File: src/rtl/e1pm_pkg.sv
package e1pm_pkg;
  localparam int N_CNT = 4;
  localparam int N_SRC = 8;
  localparam int VEC_W = 8;

  function automatic logic [VEC_W-1:0] src_code(input int idx);
    case (idx)
      0: src_code = 8'h10;
      1: src_code = 8'h20;
      2: src_code = 8'h01;
      3: src_code = 8'h02;
      4: src_code = 8'h04;
      5: src_code = 8'h08;
      6: src_code = 8'h40;
      default: src_code = 8'h80;
    endcase
  endfunction
endpackage

File: src/rtl/e1pm_err_cnt.sv
module e1pm_err_cnt #(
  parameter int W = 8
) (
  input  logic         clk,
  input  logic         rst,
  input  logic         evt_i,
  input  logic         ld_i,
  input  logic [W-1:0] ld_val_i,
  output logic [W-1:0] cnt_o,
  output logic         tog_o,
  output logic         wrap_o
);
  logic [W-1:0] cnt_q, cnt_n;

  always_comb begin
    cnt_n = cnt_q;
    if (ld_i)       cnt_n = ld_val_i;
    else if (evt_i) cnt_n = cnt_q + 1'b1;
  end

  assign tog_o  = cnt_n[0] ^ cnt_q[0];
  assign wrap_o = evt_i & ~ld_i & (&cnt_q);

  always_ff @(posedge clk) begin
    if (rst) cnt_q <= '0;
    else     cnt_q <= cnt_n;
  end

  assign cnt_o = cnt_q;
endmodule

File: src/rtl/e1pm_irq_ctrl.sv
module e1pm_irq_ctrl
  import e1pm_pkg::*;
(
  input  logic             clk,
  input  logic             rst,
  input  logic [N_SRC-1:0] set_i,
  input  logic [N_SRC-1:0] mask_i,
  input  logic             susp_i,
  input  logic             clr_i,
  output logic             irq_o,
  output logic [VEC_W-1:0] vec_o
);
  logic [N_SRC-1:0] pend_q, vis, sel_n, sel_q;
  logic [VEC_W-1:0] vec_n;

  assign vis   = pend_q & ~mask_i & {N_SRC{~susp_i}};
  assign sel_n = vis & (~vis + 1'b1);

  always_comb begin
    vec_n = '0;
    for (int i = 0; i < N_SRC; i++)
      if (sel_n[i]) vec_n = vec_n | src_code(i);
  end

  always_ff @(posedge clk) begin
    if (rst) begin
      pend_q <= '0;
      sel_q  <= '0;
      vec_o  <= '0;
      irq_o  <= 1'b0;
    end else begin
      pend_q <= (pend_q & ~(clr_i ? sel_q : '0)) | set_i;
      sel_q  <= sel_n;
      vec_o  <= vec_n;
      irq_o  <= |vis;
    end
  end
endmodule

File: src/rtl/e1pm_cnt_irq.sv
module e1pm_cnt_irq
  import e1pm_pkg::*;
#(
  parameter int                DW       = 8,
  parameter int                AW       = 4,
  parameter logic [N_SRC-1:0]  MASK_RST = 8'hFC
) (
  input  logic             clk,
  input  logic             rst,
  input  logic [N_CNT-1:0] evt_i,
  input  logic             wr_en,
  input  logic             rd_en,
  input  logic [AW-1:0]    addr,
  input  logic [DW-1:0]    wdata,
  output logic [DW-1:0]    rdata,
  output logic             irq_o,
  output logic [VEC_W-1:0] vec_o
);
  localparam int BPV_W = 2 * DW;
  localparam logic [AW-1:0] A_BPVL = AW'(3);
  localparam logic [AW-1:0] A_BPVH = AW'(4);
  localparam logic [AW-1:0] A_LDC  = AW'(5);
  localparam logic [AW-1:0] A_MASK = AW'(6);
  localparam logic [AW-1:0] A_CTRL = AW'(7);
  localparam logic [AW-1:0] A_VEC  = AW'(8);

  logic [N_CNT-1:0] ldctl_q, ldctl_d, ld_pulse, tog, wrap;
  logic [N_SRC-1:0] mask_q, set;
  logic             susp_q, vec_clr;
  logic [DW-1:0]    cnt_lo [N_CNT];
  logic [DW-1:0]    bpv_hi, fe_cnt, fe_ldw;

  always_ff @(posedge clk) begin
    if (rst) begin
      ldctl_q <= '0;
      ldctl_d <= '0;
      mask_q  <= MASK_RST;
      susp_q  <= 1'b0;
    end else begin
      ldctl_d <= ldctl_q;
      if (wr_en) begin
        case (addr)
          A_LDC:   ldctl_q <= wdata[N_CNT-1:0];
          A_MASK:  mask_q  <= wdata[N_SRC-1:0];
          A_CTRL:  susp_q  <= wdata[0];
          default: ;
        endcase
      end
    end
  end

  assign ld_pulse = ldctl_q & ~ldctl_d;

  for (genvar c = 0; c < N_CNT; c++) begin : g_cnt
    localparam int W = (c == N_CNT - 1) ? BPV_W : DW;
    logic [W-1:0] lw, q;

    if (c < N_CNT - 1) begin : g_narrow
      always_ff @(posedge clk) begin
        if (rst)                             lw <= '0;
        else if (wr_en && addr == AW'(c))    lw <= wdata;
      end
    end else begin : g_wide
      always_ff @(posedge clk) begin
        if (rst) lw <= '0;
        else if (wr_en && addr == A_BPVL) lw[DW-1:0]    <= wdata;
        else if (wr_en && addr == A_BPVH) lw[BPV_W-1:DW] <= wdata;
      end
      assign bpv_hi = q[BPV_W-1:DW];
    end

    if (c == 0) begin : g_fe
      assign fe_ldw = lw;
    end

    e1pm_err_cnt #(.W(W)) u_cnt (
      .clk      (clk),
      .rst      (rst),
      .evt_i    (evt_i[c]),
      .ld_i     (ld_pulse[c]),
      .ld_val_i (lw),
      .cnt_o    (q),
      .tog_o    (tog[c]),
      .wrap_o   (wrap[c])
    );
    assign cnt_lo[c] = q[DW-1:0];
  end

  assign fe_cnt = cnt_lo[0];

  // Source order sets priority: index 0 highest.
  assign set = {wrap[2], wrap[1], wrap[0], tog[3], tog[2], tog[1], wrap[3], tog[0]};
  assign vec_clr = rd_en && (addr == A_VEC);

  e1pm_irq_ctrl u_irq (
    .clk    (clk),
    .rst    (rst),
    .set_i  (set),
    .mask_i (mask_q),
    .susp_i (susp_q),
    .clr_i  (vec_clr),
    .irq_o  (irq_o),
    .vec_o  (vec_o)
  );

  always_ff @(posedge clk) begin
    if (rst) rdata <= '0;
    else if (rd_en) begin
      case (addr)
        AW'(0):  rdata <= cnt_lo[0];
        AW'(1):  rdata <= cnt_lo[1];
        AW'(2):  rdata <= cnt_lo[2];
        A_BPVL:  rdata <= cnt_lo[3];
        A_BPVH:  rdata <= bpv_hi;
        A_LDC:   rdata <= DW'(ldctl_q);
        A_MASK:  rdata <= DW'(mask_q);
        A_CTRL:  rdata <= DW'(susp_q);
        A_VEC:   rdata <= DW'(vec_o);
        default: rdata <= '0;
      endcase
    end
  end
endmodule

File: config.mk
export PLATFORM = sky130hd
export DESIGN_NAME = e1pm_cnt_irq
export DESIGN_NICKNAME = d
export VERILOG_FILES = /design/src/rtl/e1pm_pkg.sv /design/src/rtl/e1pm_err_cnt.sv /design/src/rtl/e1pm_irq_ctrl.sv /design/src/rtl/e1pm_cnt_irq.sv
export SDC_FILE = /design/constraint.sdc
export NUM_CORES = 1
export LEC_CHECK = 0
export ABC_AREA = 1
export BUFFER_PORTS_ARGS = -buffer_cell sky130_fd_sc_hd__clkbuf_2
export CORE_MARGIN = 5
export CORE_UTILIZATION = 50
export CTS_CLUSTER_DIAMETER = 200
export DETAILED_ROUTE_END_ITERATION = 8
export PLACE_DENSITY = 0.7
export SETUP_SLACK_MARGIN = 0.3
export SLEW_MARGIN = 20
export SYNTH_ARGS = -nofsm -noshare
export SYNTH_HDL_FRONTEND = slang
export SYNTH_SLANG_ARGS = --single-unit
export TNS_END_PERCENT = 1
File: constraint.sdc
create_clock -name clk -period 1.4 [get_ports clk]
set_input_delay 0.21 -clock clk [delete_from_list [all_inputs] [get_ports clk]]
set_output_delay 0.21 -clock clk [all_outputs]
set_load 0.01 [all_outputs]
==> flow_summary_export.csv <==
group,metric,value,unit
sta,finalSetupViolCount,0,
route,viasPerCell,5.54,
setup_path,critical_path_class,"reg -> reg",
logic_synthesis,synth_ff_type,"dfxtp_1",
layout,drive_gt1_share,21.6,%
setup_path,cp-end-kind,"flip-flop",
power,powerDensity,1190,mW/mm^2
status,status,"finished clean",
power,intPower,6.73,mW
power,ir_drop,1510,uV
placement,place.gp.congestion,0.955,
floorplanning,die_y,118,um
placement,place_ws,-83.8,ps
power,swShare,23.7,%
logic_synthesis,synth_commonest_cells,"nand2_1 (161), dfxtp_1 (122), inv_1 (106), nand3_1 (102), a21oi_1 (89)",
global_routing,grt_util_met2,44.3,%
floorplanning,core,0.0114,sq mm
setup_path,worst_ep_required_time,1750,ps
global_routing,grt_pass1_wl,29.9,mm
logic_synthesis,syn_inst,844,
logic_synthesis,yosys_warnings,0,
route,drc,0,
global_routing,busiest_layer,"met2",
route,first_iter_violations,590,
logic_synthesis,ys_async_sr_fraction,0,%
logic_synthesis,synthTopCellsByArea,"dfxtp_1 (42%), nand2_1 (10%), nand3_1 (8.8%)",
layout,area_growth,28.2,%
logic_synthesis,synth_area_leader_cell,"dfxtp_1",
layout,diodes,0,
sta,post-route-period-util,91.7,%
logic_synthesis,ys_ff_latch,122,
clock_network,cts_tree,"done",
logic_synthesis,synth.top_cell.area_share,42.1,%
power,leakage,3.01,nW
sta,tightest_slew,391,ps
sta,finalSetupTns,0,ps
route,vias,6059,
placement,post-place-cells,1044,
sta,hold_viol,0,
clock_network,cts_htree_levels,4,
placement,numPortBuffers,36,
global_routing,grt-ovfl-total,0,
min_path,worstHoldPathType,"in -> reg",
setup_path,r2r_cells,7,
logic_synthesis,synth.most_common_cell,"nand2_1",
global_routing,grt_use_total,27.2,%
setup_path,start_kind,"flip-flop",
setup_path,path_max_fanout,4,
route,wire_per_inst,17.3,um
job,maxCapViolations,0,
layout,final_nets,962,
global_routing,antenna_found_initial,0,
power,p_seq_share,41.3,%
floorplanning,rows,39,
setup_path,cp_data_arrival_time,1640,ps
logic_synthesis,yosys.cell_types.count,31,
route,drtPass1Iterations,5,
route,drtAntennaViolNets,0,
sta,fin_crit,1280,ps
power,switchingPower,2.09,mW
setup_path,ff2ff_setup_slack,120,ps
global_routing,met1_usage,33.7,%
clock_network,cts_buffers,17,
floorplanning,dieArea,0.0139,sq mm
sta,slew_violations,0,
floorplanning,ios,37,
sta,setup_ws,116,ps
clock_network,cts.clk_slew.worst_paths,50,ps
clock_network,clk_path_buf_depth,2,
layout,fin_cells,1094,
sta,rsz0062_at_grt,"true",
clock_network,worstSkewPairLatency,420,ps
logic_synthesis,seq_area_frac_synth,42.1,%
clock_network,clock_sinks,122,
logic_synthesis,synthesis.nets,868,
logic_synthesis,avgSynthCellArea,6.88,sq um
global_routing,grt_pass1_vias,5796,
power,p_comb_share,8.5,%
logic_synthesis,synth-edff-count,0,
logic_synthesis,syn_area,0.00580,sq mm
placement,dpl.hpwl,13.4,mm
sta,relSlewSlack,73.9,%
floorplanning,dieWidth,118,um
sta,max_freq,779,MHz
min_path,whs_path_depth,4,
sta,finClkSkew,11.0,ps
global_routing,met3_usage,6.39,%
power,clkPwrFrac,50.2,%
global_routing,grt_max_degree,63,
clock_network,cts_root_buf,"clkbuf_16",
route,wl,18.9,mm
floorplanning,initial_core_util,50.8,%
## layout by cell type (no fill, tap or decap), types with 4 or more instances in the layout
master	instances
ha_4	4
o22ai_1	10
nor3_1	4
nor2_1	65
a21oi_1	87
nand3_1	96
clkbuf_1	5
nor2_2	12
inv_1	101
inv_2	8
nand2_1	151
o21ai_1	8
nand3_2	8
clkbuf_2	36
a31oi_1	11
buf_12	5
o21ai_0	70
xor2_1	14
dfxtp_4	10
dfxtp_2	5
dfxtp_1	107
buf_4	61
clkbuf_16	17
nand2_2	8
clkinv_2	4
nor2_4	6
## logic make-up after synthesis
kind of cell / Yosys count / share of synthesized area (%)
AOI/OAI and AO/OA: 196 / 17.7
adders and majority gates: 4 / 0.862
and+or+nand+nor: 366 / 27.4
buffers and inverters: 139 / 9.38
DFF: 122 / 42.1
xor gates and xnor gates: 17 / 2.57
## layout make-up
type                       instances  area [sq um]
tap                              143           179
sequential                       122          2490
fill                            1028          3980
inverter                         109           409
multi-input combinational        583          3010
clock inverter                     8           118
clock buffer                      24           472
timing repair buffer             105           772
## worst max-delay path: stages, from the launching register on
cell,delay [ps]
dfxtp_4,370
ha_4,150
nand2_4,60
nor2_4,170
nand2_2,90
nor2_2,130
nand3_1,120
a21oi_2,140
## repair_timing
item / CTS / global route
setup buffers: 17 / 1
hold buffers: 0 / 0
pin swaps: 17 / 8
gates resized for setup: 33 / 14
setup endpoints to repair: 61 / 75
## stage by stage
stage | utilization, % | total power [mW] | cell area, sq um | hold WS [ps]
2_1_floorplan | - | 4.09 | 5920 | 323
3_3_place_gp | 57.7 | 4.38 | 6580 | 428
3_5_place_dp | 57.7 | 4.40 | 6580 | 432
4_1_cts | 64.7 | 8.81 | 7390 | 163
5_1_grt | 65.2 | 9.10 | 7440 | 201
6_report | 65.2 | 8.82 | 7440 | 178
## path summary, 6_finish.rpt
check	end	start
setup / recovery	u_irq.pend_q[1]$_SDFF_PP0_	g_cnt[3].u_cnt.cnt_o[1]$_SDFFE_PP0P_
hold / removal	g_cnt[0].u_cnt.cnt_o[2]$_SDFFE_PP0P_	evt_i[0]
setup reg to reg	u_irq.pend_q[1]$_SDFF_PP0_	g_cnt[3].u_cnt.cnt_o[1]$_SDFFE_PP0P_
hold reg to reg	g_cnt[2].lw[4]$_SDFFE_PP0P_	g_cnt[2].lw[4]$_SDFFE_PP0P_
## power by group through the flow
stage          registers (mW)  logic (mW)  clock network (mW)
2_1_floorplan            3.71       0.382                   0
3_3_place_gp             3.72       0.660                   0
3_5_place_dp             3.73       0.674                   0
4_1_cts                  3.64       0.732                4.44
5_1_grt                  3.65       0.819                4.63
6_report                 3.64       0.751                4.42
## per-layer routing
metal | vias up | part of all wire, %
met5 | - | 0
met4 | 0 | 4.6
met3 | 63 | 6.5
met2 | 228 | 47
met1 | 2801 | 42
li1 | 2967 | -
## flip-flops by register name (all words and copies together) (netlist names)
name / cells
g_cnt.u_cnt.cnt_o: 40
u_irq.sel_q: 8
g_cnt.lw: 32
mask_q: 8
u_irq.pend_q: 8
ldctl_q: 4
rdata: 8
fe_ldw: 8
u_irq.irq_o: 1
susp_q: 1
ldctl_d: 4
Note: power is estimated with default switching activity, not from simulation.
